## config.mk

```make
export PLATFORM = sky130hd
export DESIGN_NAME = dispatch_hazard_top
export DESIGN_NICKNAME = d
export VERILOG_FILES = /design/src/rtl/dhz_pkg.sv /design/src/rtl/dhz_rules.sv /design/src/rtl/dhz_group_tracker.sv /design/src/rtl/dispatch_hazard_top.sv
export SDC_FILE = /design/constraint.sdc
export NUM_CORES = 1
export LEC_CHECK = 0
export BUFFER_PORTS_ARGS = -buffer_cell sky130_fd_sc_hd__buf_4
export CAP_MARGIN = 20
export CORE_MARGIN = 2
export CORE_UTILIZATION = 45
export CTS_BUF_LIST = sky130_fd_sc_hd__clkbuf_4 sky130_fd_sc_hd__clkbuf_8 sky130_fd_sc_hd__clkbuf_16
export DETAILED_ROUTE_END_ITERATION = 16
export GPL_TIMING_DRIVEN = 0
export PLACE_DENSITY_LB_ADDON = 0.15
export SLEW_MARGIN = 20
export SYNTH_ARGS = -nofsm -noshare
export SYNTH_HDL_FRONTEND = slang
export SYNTH_HIERARCHICAL = 1
export SYNTH_SLANG_ARGS = --single-unit
```

## constraint.sdc

```tcl
create_clock -name clk -period 4.6 [get_ports clk]
set_input_delay 1.38 -clock clk [delete_from_list [all_inputs] [get_ports clk]]
set_output_delay 1.38 -clock clk [all_outputs]
set_load 0.05 [all_outputs]
```

## src/rtl/dhz_pkg.sv

```systemverilog
package dhz_pkg;

  typedef enum logic [2:0] {
    U_FIX    = 3'd0,
    U_LDST   = 3'd1,
    U_FLT    = 3'd2,
    U_VALU   = 3'd3,
    U_VPERM  = 3'd4,
    U_COND   = 3'd5,
    U_BRANCH = 3'd6,
    U_PSEUDO = 3'd7
  } unit_e;

  typedef enum logic [1:0] {
    HZ_NONE  = 2'd0,
    HZ_STALL = 2'd1,
    HZ_NOOP  = 2'd2
  } hazard_e;

  typedef struct packed {
    unit_e unit;
    logic  first;
    logic  single;
    logic  cracked;
    logic  sets_ctr;
    logic  ctr_branch;
    logic  load;
    logic  store;
  } cand_t;

endpackage

```

## src/rtl/dhz_rules.sv

```systemverilog
module dhz_rules
  import dhz_pkg::*;
#(
  parameter int GROUP_SLOTS = 5,
  parameter int CR_SLOTS    = 2,
  parameter int CNT_W       = 3
) (
  input  cand_t            cand,
  input  logic [CNT_W-1:0] cnt,
  input  logic             ctr_set,
  input  logic             stores_any,
  input  logic             overlap,
  output hazard_e          hz
);
  localparam int LAST_SLOT   = GROUP_SLOTS - 1;
  localparam int CRACK_LIMIT = GROUP_SLOTS - 3;

  logic stall_lead, stall_crack, stall_pos, noop_ctr, noop_mem;

  always_comb begin
    stall_lead  = (cand.first || cand.single) && (cnt != '0);
    stall_crack = cand.cracked && (cnt > CNT_W'(CRACK_LIMIT));
    unique case (cand.unit)
      U_FIX, U_LDST, U_FLT, U_VALU, U_VPERM:
        stall_pos = (cnt == CNT_W'(LAST_SLOT));
      U_COND:
        stall_pos = (cnt >= CNT_W'(CR_SLOTS));
      default:
        stall_pos = 1'b0;
    endcase
    noop_ctr = cand.ctr_branch && ctr_set;
    noop_mem = cand.load && overlap && stores_any;

    if (cand.unit == U_PSEUDO)                      hz = HZ_NONE;
    else if (stall_lead || stall_crack || stall_pos) hz = HZ_STALL;
    else if (noop_ctr || noop_mem)                  hz = HZ_NOOP;
    else                                            hz = HZ_NONE;
  end
endmodule

```

## src/rtl/dhz_group_tracker.sv

```systemverilog
module dhz_group_tracker
  import dhz_pkg::*;
#(
  parameter int GROUP_SLOTS = 5,
  parameter int MAX_STORES  = 4,
  parameter int CNT_W       = 3,
  parameter int ST_W        = 3
) (
  input  logic             clk,
  input  logic             rst_n,
  input  logic             emit,
  input  logic             advance,
  input  cand_t            cand,
  output logic [CNT_W-1:0] cnt,
  output logic             ctr_set,
  output logic [ST_W-1:0]  store_cnt,
  output logic             overrun_err
);
  localparam int WIDE      = CNT_W + 1;
  localparam int LAST_SLOT = GROUP_SLOTS - 1;
  localparam int OVERFULL  = GROUP_SLOTS + 1;

  logic [WIDE-1:0]  base, sum, adv_sum;
  logic [CNT_W-1:0] e_cnt, n_cnt;
  logic             e_ctr, n_ctr, n_err;
  logic [ST_W-1:0]  e_st, n_st;

  // emit stage
  always_comb begin
    e_cnt = cnt;
    e_ctr = ctr_set;
    e_st  = store_cnt;
    base  = ((cand.unit == U_BRANCH) || cand.single) ? WIDE'(LAST_SLOT) : WIDE'(cnt);
    sum   = base + WIDE'(1) + WIDE'(cand.cracked);
    if (emit && (cand.unit != U_PSEUDO)) begin
      if (cand.sets_ctr) e_ctr = 1'b1;
      if (cand.store && (store_cnt < ST_W'(MAX_STORES))) e_st = store_cnt + 1'b1;
      if (sum == WIDE'(GROUP_SLOTS)) begin
        e_cnt = '0;
        e_ctr = 1'b0;
        e_st  = '0;
      end else if (sum > WIDE'(GROUP_SLOTS)) begin
        e_cnt = CNT_W'(OVERFULL);
      end else begin
        e_cnt = sum[CNT_W-1:0];
      end
    end
  end

  // advance stage, applied to the emit result
  always_comb begin
    n_cnt   = e_cnt;
    n_ctr   = e_ctr;
    n_st    = e_st;
    n_err   = overrun_err;
    adv_sum = WIDE'(e_cnt) + WIDE'(1);
    if (advance) begin
      if (e_cnt >= CNT_W'(GROUP_SLOTS)) begin
        n_err = 1'b1;
        n_cnt = '0;
        n_ctr = 1'b0;
        n_st  = '0;
      end else if (adv_sum == WIDE'(GROUP_SLOTS)) begin
        n_cnt = '0;
        n_ctr = 1'b0;
        n_st  = '0;
      end else begin
        n_cnt = adv_sum[CNT_W-1:0];
      end
    end
  end

  always_ff @(posedge clk) begin
    if (!rst_n) begin
      cnt         <= '0;
      ctr_set     <= 1'b0;
      store_cnt   <= '0;
      overrun_err <= 1'b0;
    end else begin
      cnt         <= n_cnt;
      ctr_set     <= n_ctr;
      store_cnt   <= n_st;
      overrun_err <= n_err;
    end
  end
endmodule

```

## src/rtl/dispatch_hazard_top.sv

```systemverilog
module dispatch_hazard_top
  import dhz_pkg::*;
#(
  parameter int GROUP_SLOTS = 5,
  parameter int CR_SLOTS    = 2,
  parameter int MAX_STORES  = 4,
  parameter int CNT_W       = $clog2(GROUP_SLOTS + 2),
  parameter int ST_W        = $clog2(MAX_STORES + 1)
) (
  input  logic             clk,
  input  logic             rst_n,
  input  logic [2:0]       cand_unit,
  input  logic             cand_first,
  input  logic             cand_single,
  input  logic             cand_cracked,
  input  logic             cand_sets_ctr,
  input  logic             cand_ctr_branch,
  input  logic             cand_load,
  input  logic             cand_store,
  input  logic             addr_overlap,
  input  logic             emit,
  input  logic             advance,
  output logic [1:0]       hazard,
  output logic [CNT_W-1:0] slot_cnt,
  output logic             overrun_err
);
  cand_t           cand;
  hazard_e         hz;
  logic            ctr_set;
  logic [ST_W-1:0] store_cnt;

  always_comb begin
    cand.unit       = unit_e'(cand_unit);
    cand.first      = cand_first;
    cand.single     = cand_single;
    cand.cracked    = cand_cracked;
    cand.sets_ctr   = cand_sets_ctr;
    cand.ctr_branch = cand_ctr_branch;
    cand.load       = cand_load;
    cand.store      = cand_store;
  end

  dhz_rules #(
    .GROUP_SLOTS(GROUP_SLOTS),
    .CR_SLOTS   (CR_SLOTS),
    .CNT_W      (CNT_W)
  ) u_rules (
    .cand      (cand),
    .cnt       (slot_cnt),
    .ctr_set   (ctr_set),
    .stores_any(store_cnt != '0),
    .overlap   (addr_overlap),
    .hz        (hz)
  );

  dhz_group_tracker #(
    .GROUP_SLOTS(GROUP_SLOTS),
    .MAX_STORES (MAX_STORES),
    .CNT_W      (CNT_W),
    .ST_W       (ST_W)
  ) u_track (
    .clk        (clk),
    .rst_n      (rst_n),
    .emit       (emit),
    .advance    (advance),
    .cand       (cand),
    .cnt        (slot_cnt),
    .ctr_set    (ctr_set),
    .store_cnt  (store_cnt),
    .overrun_err(overrun_err)
  );

  assign hazard = hz;
endmodule

```

* Word-level counts from Yosys, hierarchy flattened
Index checks and enable logic that the tools add are counted.
** Cells by class
- Eq/ne operators :: 11
- Mux-type cells :: 23
- Reduce and logical (&&, ||, !) cells :: 17
- Add/subtract/negate cells :: 4
- $lt $le $gt $ge :: 5
** Operators with widths (count)
- 3-bit 2-to-1 mux :: 13
- 3-bit equality test, second input constant :: 5
- 4-bit by 3-bit equality test with 1-bit output, second input constant :: 2
- 1-bit logical AND :: 7
- 3-bit by 2-bit equality test with 1-bit output, second input constant :: 2
- 1-bit 2-to-1 mux :: 6
- 2-bit 2-to-1 mux :: 3
- 3-bit nonzero test :: 2
- 1-bit logical OR :: 5
- 5-bit OR reduction :: 1
- 3-bit by 1-bit adder with 4-bit output, second input constant :: 1
- 4-bit by 1-bit adder with 4-bit output :: 1
- 4-bit by 1-bit adder with 4-bit output, second input constant :: 1
- 4-bit by 3-bit greater-than comparator with 1-bit output, second input constant :: 1
- 3-bit by 1-bit adder with 3-bit output, second input constant :: 1
- 3-bit by 1-bit equality test with 1-bit output, second input constant :: 1
- 3-bit by 2-bit greater-or-equal comparator with 1-bit output, second input constant :: 1
- 3-bit greater-or-equal comparator, second input constant :: 1
- 3-bit by 2-bit greater-than comparator with 1-bit output, second input constant :: 1
- 3-bit logical NOT :: 1
- 3-bit < comparator, second input constant :: 1
- 3-bit inequality test, second input constant :: 1
- 1-bit one-hot mux with 2 select lines :: 1
- 2-bit AND reduction :: 1
** Word-level totals
- Register bits :: 8
- Word-level logic and storage cells :: 64
- Output and inout port bits :: 6
- Bits of input ports :: 15

* Depth between registers and ports, before layout
Gate-level depths: netlist (run 1).
- Depth in word-level cells :: 14
- Gate-level depth with buffers :: 16
- Depth with buffers taken out :: 16

* Modules after synthesis
The synthesis (run 1) kept the hierarchy.
** Modules (own cells, without submodules)
- dhz_group_tracker :: cells each 74, times used 1, area an instance 679.4 µm², seq. area each 160.2 µm²
- dhz_rules :: cells each 13, times used 1, area an instance 88.8 µm², seq. area each 0.0 µm²
- dispatch_hazard_top :: cells each 1, times used 1, area an instance 6.3 µm², seq. area each 0.0 µm²

* Least setup slack after synthesis (run 1)
Ideal clock, no wire load.
- Path type :: in2out
- Start :: in cand_unit[2]
- End :: out hazard[0]
- Stages on the path :: 3
- Arrival :: 2597 ps
- Setup slack :: 623 ps
- Data required time :: 3220 ps
- Cells stage by stage :: a211oi_1 -> nand2_1 -> a31oi_1
** Between the ends
- Cells in the longest elaborated chain, start to end :: 6
- Elaborated cells between the ends (all ways) :: 12
- Those cells by class :: 6 x eq/ne; 3 x mux; 3 x reduce/logical
** Ends and longest elaborated chain
- start, declared :: RTL line dispatch_hazard_top.sv:12 : input logic [2:0] cand_unit,
- 3-bit by 1-bit equality test with 1-bit output (tied with other cells) :: RTL line dhz_rules.sv:23 : unique case (cand.unit)
- 5-bit OR reduction :: RTL line dhz_rules.sv:23
- 1-bit one-hot mux with 2 select lines :: RTL line dhz_rules.sv:23
- 1-bit logical OR :: RTL line dhz_rules.sv:35 : else if (stall_lead || stall_crack || stall_pos) hz = HZ_STALL;
- 2-bit 2-to-1 mux :: RTL line dhz_rules.sv:35
- 2-bit 2-to-1 mux (*) :: RTL line dhz_rules.sv:34 : if (cand.unit == U_PSEUDO) hz = HZ_NONE;
- end, declared :: RTL line dispatch_hazard_top.sv:23 : output logic [1:0] hazard,
Every way passes the cells marked *; elsewhere a longest branch is shown, timed or not.

* Final worst setup path (run 1)
- Start :: in cand_unit[0]
- End :: reg u_track.store_cnt[0]
** Between the ends
- Cells in the longest elaborated chain, start to end :: 14
- Elaborated cells between the ends (all ways) :: 20
- Those cells by class :: 3 x add/sub; 2 x order compare; 4 x eq/ne; 9 x mux; 2 x reduce/logical
** Ends and longest elaborated chain
- 3-bit equality test :: RTL line dhz_group_tracker.sv:33 : base = ((cand.unit == U_BRANCH) || cand.single) ? WIDE'(LAST_SLOT) : WIDE'(cnt);
- 1-bit logical OR :: RTL line dhz_group_tracker.sv:33
- 3-bit 2-to-1 mux :: RTL line dhz_group_tracker.sv:33
- 4-bit by 1-bit adder with 4-bit output (2 in a row) :: RTL line dhz_group_tracker.sv:34 : sum = base + WIDE'(1) + WIDE'(cand.cracked);
- 4-bit by 3-bit greater-than comparator with 1-bit output :: RTL line dhz_group_tracker.sv:42 : end else if (sum > WIDE'(GROUP_SLOTS)) begin
- 3-bit 2-to-1 mux :: RTL line dhz_group_tracker.sv:42
- 3-bit 2-to-1 mux :: RTL line dhz_group_tracker.sv:38 : if (sum == WIDE'(GROUP_SLOTS)) begin
- 3-bit 2-to-1 mux :: RTL line dhz_group_tracker.sv:35 : if (emit && (cand.unit != U_PSEUDO)) begin
- 3-bit by 1-bit adder with 4-bit output :: RTL line dhz_group_tracker.sv:56 : adv_sum = WIDE'(e_cnt) + WIDE'(1);
- 4-bit by 3-bit equality test with 1-bit output :: RTL line dhz_group_tracker.sv:63 : end else if (adv_sum == WIDE'(GROUP_SLOTS)) begin
- 3-bit 2-to-1 mux :: RTL line dhz_group_tracker.sv:63
- 3-bit 2-to-1 mux :: RTL line dhz_group_tracker.sv:58 : if (e_cnt >= CNT_W'(GROUP_SLOTS)) begin
- 3-bit 2-to-1 mux (*) :: RTL line dhz_group_tracker.sv:57 : if (advance) begin
- end signal, assigned :: RTL line dhz_group_tracker.sv:82 : store_cnt <= n_st;
- end, declared :: RTL line dhz_group_tracker.sv:16 : output logic [ST_W-1:0] store_cnt,
Marks and branches as above.
A chain may end at the register's enable or synchronous reset.

==> results of run 1 <==
## where the power goes
part,switching [mW],internal [mW]
sequential,0.0109,0.0763
clock,0.0221,0.0297
combinational,0.0839,0.0591
## registers in the layout (all words and copies together) (netlist names)
register / flops
u_track/overrun_err: 1
u_track/cnt: 3
u_track/ctr_set: 1
u_track/store_cnt: 3
## worst register-to-register path, stage by stage (launching register included)
cell and delay, ps:
dfxtp_1 500, nand2_1 100, ha_1 200, inv_1 60, ha_1 190, or3_4 150
o211ai_2 100, a32oi_4 320, inv_4 80, ha_1 220, inv_1 80, nand2_1 50
mux2_4 270, a21oi_2 220, nor3_1 90
## worst max-delay path by stage
stage / depth (start not counted) / slack (ps) / from / to
after floorplan: 3 / 620 / cand_unit[2] / hazard[0]
after global placement: 16 / 480 / cand_unit[0] / u_track/store_cnt[1]
after detailed placement: 16 / 440 / cand_unit[0] / u_track/store_cnt[0]
after CTS: 16 / 690 / cand_unit[0] / u_track/store_cnt[0]
after global routing: 16 / 520 / cand_unit[0] / u_track/store_cnt[1]
final: 16 / 700 / cand_unit[0] / u_track/store_cnt[0]
## synth_stat cells, types with 2 or more instances
| library cell | instances | area, µm² |
|---|---|---|
| dfxtp_1 | 8 | 160.2 |
| inv_1 | 8 | 30.03 |
| nand2_1 | 8 | 30.03 |
| nor3_1 | 7 | 35.03 |
| ha_1 | 6 | 75.07 |
| nor2_1 | 5 | 18.77 |
| a31oi_1 | 4 | 25.02 |
| a21oi_1 | 3 | 15.01 |
| and2_1 | 2 | 12.51 |
| and3b_2 | 2 | 20.02 |
| mux2i_1 | 2 | 20.02 |
| nand3_1 | 2 | 10.01 |
| o31ai_1 | 2 | 15.01 |
| or3_1 | 2 | 12.51 |
## logic make-up after synthesis
| group | after synthesis | share of synthesized area (%) |
|---|---|---|
| simple gates | 36 | 27.63 |
| compound gates | 24 | 31.02 |
| buf+inv | 10 | 5.331 |
| flops | 8 | 20.68 |
| fa+ha+maj | 6 | 9.693 |
| mux | 3 | 4.523 |
| xor+xnor | 1 | 1.131 |
## area by class of cell
class | count | area (µm²) | area share, %
Sequential cell | 8 | 160.2 | 16.56
Clock buffer | 3 | 22.52 | 2.329
Timing Repair Buffer | 20 | 150.1 | 15.52
Buffer | 1 | 5.005 | 0.5175
Inverter | 9 | 36.28 | 3.752
Tap cell | 16 | 20.02 | 2.070
Multi-Input combinational cell | 70 | 573.1 | 59.25
## metal layers
layer | track usage [%] | up-vias | wire, µm
met5 | 0 | - | 0
met4 | 3.529 | 0 | 0
met3 | 5.952 | 0 | 90
met2 | 28.45 | 19 | 746
met1 | 23.13 | 333 | 788
li1 | - | 381 | -
## through the flow
stage,area [µm²],total power [mW],utilization [%]
after global placement,944.7,0.2283,60.59
final,967.2,0.2820,62.04
after global routing,967.2,0.3027,62.04
after floorplan,774.5,0.1916,-
after detailed placement,944.7,0.2310,60.59
after CTS,967.2,0.2845,62.04
==> results.yml, run 1 <==
outcome:
  outcome: "finished, final reports clean"
logic_synthesis:
  synth-seq-cells: 8
  ys.flop_type: "dfxtp_1"
  yosys_warnings: 6
  syn_nets: 109
  ys_seq_area_share_pct: 20.68
  synth_edf_count: 0
  syn_inst: 88
  synthArstFlopShare_pct: 0
  synth.distinct_cells: 41
  synth.avg_cell_area_um2: 8.801
  syn_area_um2: 774.5
worst_hold_path:
  min_from: "u_track/overrun_err"
  hold_class: "flip-flop to flip-flop"
  hold_path_end: "u_track/overrun_err"
  hold_depth: 1
placed_design:
  hpwl_um: 1297
  gp_congestion: 0.7863
  dpl.cell_count: 124
  dp_worst_setup_slack_ps: 439.9
  port_buffers: 20
setup_path:
  critPathSlowestCell: "or3_4"
  r2r_start: "u_track/cnt[0]"
  r2r_slack_ps: 1850
  end_kind: "flip-flop"
  crit_chain: "buf_4, and3b_2, nor2_1, nand2_1, ha_1, inv_1, ha_1, or3_4, o211ai_2, a32oi_4, inv_4, ha_1, nand2_1, mux2_4, a21oi_2, nor3_1"
  cpMostUsedCell: "ha_1"
  crit_arrival_ps: 4020
  r2r_cells: 14
  crit_buf_inv: 3
  r2r_end: "u_track/store_cnt[0]"
  max_stage_delay_ps: 350
  cp_max_fo: 5
  worstPathRequired_ps: 4710
  critPathKind: "primary input to flip-flop"
  start_kind: "primary input"
  cpLargestDelayFamily: "simple AND/OR/NAND/NOR gates"
global_route:
  grt_pass1_wl_um: 2656
  grt.total_usage_pct: 17.77
  antenna_found_initial: 0
  grt_overflow: 0
  grt_pass1_vias: 619
  grt_max_degree: 10
timing:
  setup_viol: 0
  setup_tns_ps: 0
  relSlewSlack_pct: 62.64
  finalHoldViolations: 0
  drv_slew: 0
  fmax_mhz: 256.1
  hold_ws_ps: 469.2
  tightest_slew_ps: 555.6
  fin_crit_ps: 3905
  fin_worst_skew_ps: 2.340
  rsz0062_at_grt: "no"
  setup_ws_ps: 695.1
  layout_worst_path_cycle_share_pct: 84.89
floorplan:
  rows: 14
  start_util_pct: 49.68
  die_w_um: 45.49
  pin_count: 21
  core_area_um2: 1559
  die_y_um: 45.49
  die_area_um2: 2069
pwr:
  p_leak_nw: 0.4371
  peakVddDrop_uv: 193.7
  powerDensity_nw_per_um2: 291.5
drt:
  totalWireLength_um: 1625
  postRouteAntennaNets: 0
  drt_drc_violations_left: 0
  wl_per_cell_um: 12.80
  vias_per_cell: 5.772
  drtIter0Drc: 10
  first_pass_iters: 3
  vias: 733
layout:
  final_cell_mix: "20 x buf_4, 8 x nand2_1, 8 x inv_1, 8 x dfxtp_1, 7 x nor3_1"
  diodes: 0
  n_fill_cell: 143
  fin_cells: 127
  syn2layout_area_growth_pct: 24.88
  drive_gt1_share_pct: 36.94
  num-nets-final: 134
  layout_commonest_cell: "buf_4"
cts:
  clk_latency_ps: 250
  cts_tree: "done"
  cts_setup_buffers: 0
  cts_root_buffer: "clkbuf_4"
  clock_sinks: 8
  numCtsBuffers: 3
  clkSlewWorstSetupHoldPaths_ps: 50
  holdBufCountCts: 0
  h-tree-depth: 1
  cts_resized: 0
  cts_buffer_depth: 2
run:
  cap_violations: 0
(Power assumes the default switching activity.)
==> inputs of run 2 (changes only) <==
- ABC_AREA: default -> 1
- clock period: 4.6 -> 3.9 ns (I/O delays scaled with it)
==> results.yml, run 2 <==
cts:
  clk_latency_ps: 240
  cts_resized: 0
  h-tree-depth: 1
  clock_sinks: 8
  cts_setup_buffers: 0
  cts_root_buffer: "clkbuf_4"
  numCtsBuffers: 3
  holdBufCountCts: 0
  cts_tree: "done"
  clkSlewWorstSetupHoldPaths_ps: 50
  cts_buffer_depth: 2
floorplan:
  die_w_um: 46.71
  die_y_um: 46.71
  die_area_um2: 2181
  pin_count: 21
  core_area_um2: 1727
  start_util_pct: 47.54
  rows: 15
global_route:
  grt_use_met3_pct: 3.529
  grt_pass1_wl_um: 2622
  grt_overflow: 0
  grt_pass1_vias: 661
  grt_max_degree: 7
  top_usage_layer: "met2"
  met1_usage_pct: 20.66
  grtUsageMet2_pct: 28.89
  grt.total_usage_pct: 16.42
  antenna_found_initial: 0
setup_path:
  critPathSlowestCell: "ha_1"
  worstPathRequired_ps: 4030
  crit_arrival_ps: 3500
  end_kind: "flip-flop"
  start_kind: "primary input"
  max_stage_delay_ps: 320
  critPathKind: "primary input to flip-flop"
  crit_chain: "buf_4, inv_1, nand3_2, nand3_1, ha_1, inv_1, ha_1, nor2_1, nand2_1, inv_1, nand2_2, nand3_2, nand2_2, ha_1, nand3b_1, nand2_2, nand3_2, a21oi_2, nor2_1"
  cp_max_fo: 5
placed_design:
  dpl_cell_area_um2: 1002
  port_buffers: 20
  dp_worst_setup_slack_ps: 276.5
  gp_congestion: 0.7622
  dpl.cell_count: 176
  hpwl_um: 1459
layout:
  diodes: 0
  multi_input_area_um2: 566.8
  n_fill_cell: 179
  reg.largest.list: "u_track/cnt (3), u_track/store_cnt (3)"
  fin_cells: 179
  syn2layout_area_growth_pct: 24.85
  layout_commonest_cell: "nand2_1"
  num-nets-final: 177
  final_cell_mix: "32 x nand2_1, 21 x inv_1, 20 x buf_4"
  finalInstanceArea_um2: 1025
  register_area_um2: 160.2
  drive_gt1_share_pct: 32.47
  fin_util_pct: 59.35
logic_synthesis:
  synth.distinct_cells: 23
  synth_most_common_cell: "nand2_1"
  ys.flop_type: "dfxtp_1"
  synth_edf_count: 0
  synth_area_leaders: "dfxtp_1 20%, nand2_1 15%, inv_1 9.6%"
  yosys.area.top_type_share_pct: 19.51
  synth.avg_cell_area_um2: 6.266
  post-synth-top-area-cell: "dfxtp_1"
  syn_area_um2: 820.8
  synth-seq-cells: 8
  synth_commonest_cells: "32 x nand2_1, 21 x inv_1, 16 x nor2_1"
  synthArstFlopShare_pct: 0
  yosys_warnings: 6
  syn_inst: 131
  syn_nets: 152
  ys_seq_area_share_pct: 19.51
timing:
  setup_ws_ps: 523.9
  rsz0062_at_grt: "no"
  hold_ws_ps: 476.4
  finalHoldViolations: 0
  tightest_slew_ps: 342.9
  fin_worst_skew_ps: 0.8708
  relSlewSlack_pct: 77.04
  layout_worst_path_cycle_share_pct: 86.57
  drv_slew: 0
  setup_tns_ps: 0
  fmax_mhz: 296.2
  fin_crit_ps: 3376
  setup_viol: 0
run:
  cap_violations: 0
pwr:
  peakVddDrop_uv: 211.5
  p_leak_nw: 0.5705
  p_total_mw: 0.3426
  powerDensity_nw_per_um2: 334.3
drt:
  wl_per_cell_um: 9.480
  drtIter0Drc: 7
  vias: 842
  first_pass_iters: 4
  totalWireLength_um: 1697
  drt_drc_violations_left: 0
  vias_per_cell: 4.704
  postRouteAntennaNets: 0
worst_hold_path:
  hold_class: "flip-flop to flip-flop"
outcome:
  outcome: "finished, final reports clean"
run 2: logic make-up (layout without fill, tap and decap cells):
group / after synthesis / in the layout / synth area share, %
and+or+nand+nor: 80 / 80 / 49.54
buffers and inverters: 25 / 48 / 11.43
AOI/OAI and AO/OA: 11 / 11 / 9.300
DFF: 8 / 8 / 19.51
adders and majority gates: 6 / 6 / 9.146
xor gates and xnor gates: 1 / 1 / 1.067
run 2: worst max-delay path: cells and delay by family:
kind / cells / cell delay (ps)
adder cells (fa/ha/maj): 3 / 670
AND/OR/NAND/NOR: 11 / 1100
AO/OA/AOI/OAI: 1 / 230
buffers and inverters: 4 / 320
run 2: area by class of cell:
| cell class | count | share of cell area [%] |
|---|---|---|
| Inverter | 25 | 9.158 |
| Clock buffer | 3 | 2.198 |
| Tap cell | 25 | 3.053 |
| Multi-Input combinational cell | 98 | 55.31 |
| Sequential cell | 8 | 15.63 |
| Timing Repair Buffer | 20 | 14.65 |
run 2: where the power goes:
part | internal [mW] | switching [mW]
sequential | 0.0906 | 0.00872
clock | 0.0349 | 0.0234
combinational | 0.0673 | 0.118
total | 0.193 | 0.150
run 2: path summary, 6_finish.rpt:
| path | from | endpoint | slack, ps | depth (start not counted) |
|---|---|---|---|---|
| worst min-delay path | u_track/overrun_err | u_track/overrun_err | 480 | 1 |
| worst max register to register | u_track/cnt[0] | u_track/store_cnt[0] | 1350 | 16 |
| worst min register to register | u_track/overrun_err | u_track/overrun_err | 480 | 1 |
| worst max-delay path | cand_unit[0] | u_track/store_cnt[0] | 520 | 19 |
run 2: routing by layer:
metal | vias up | wire [µm]
met2 | 10 | 893
li1 | 454 | -
met1 | 376 | 756
met4 | 0 | 4
met3 | 2 | 43
met5 | - | 0
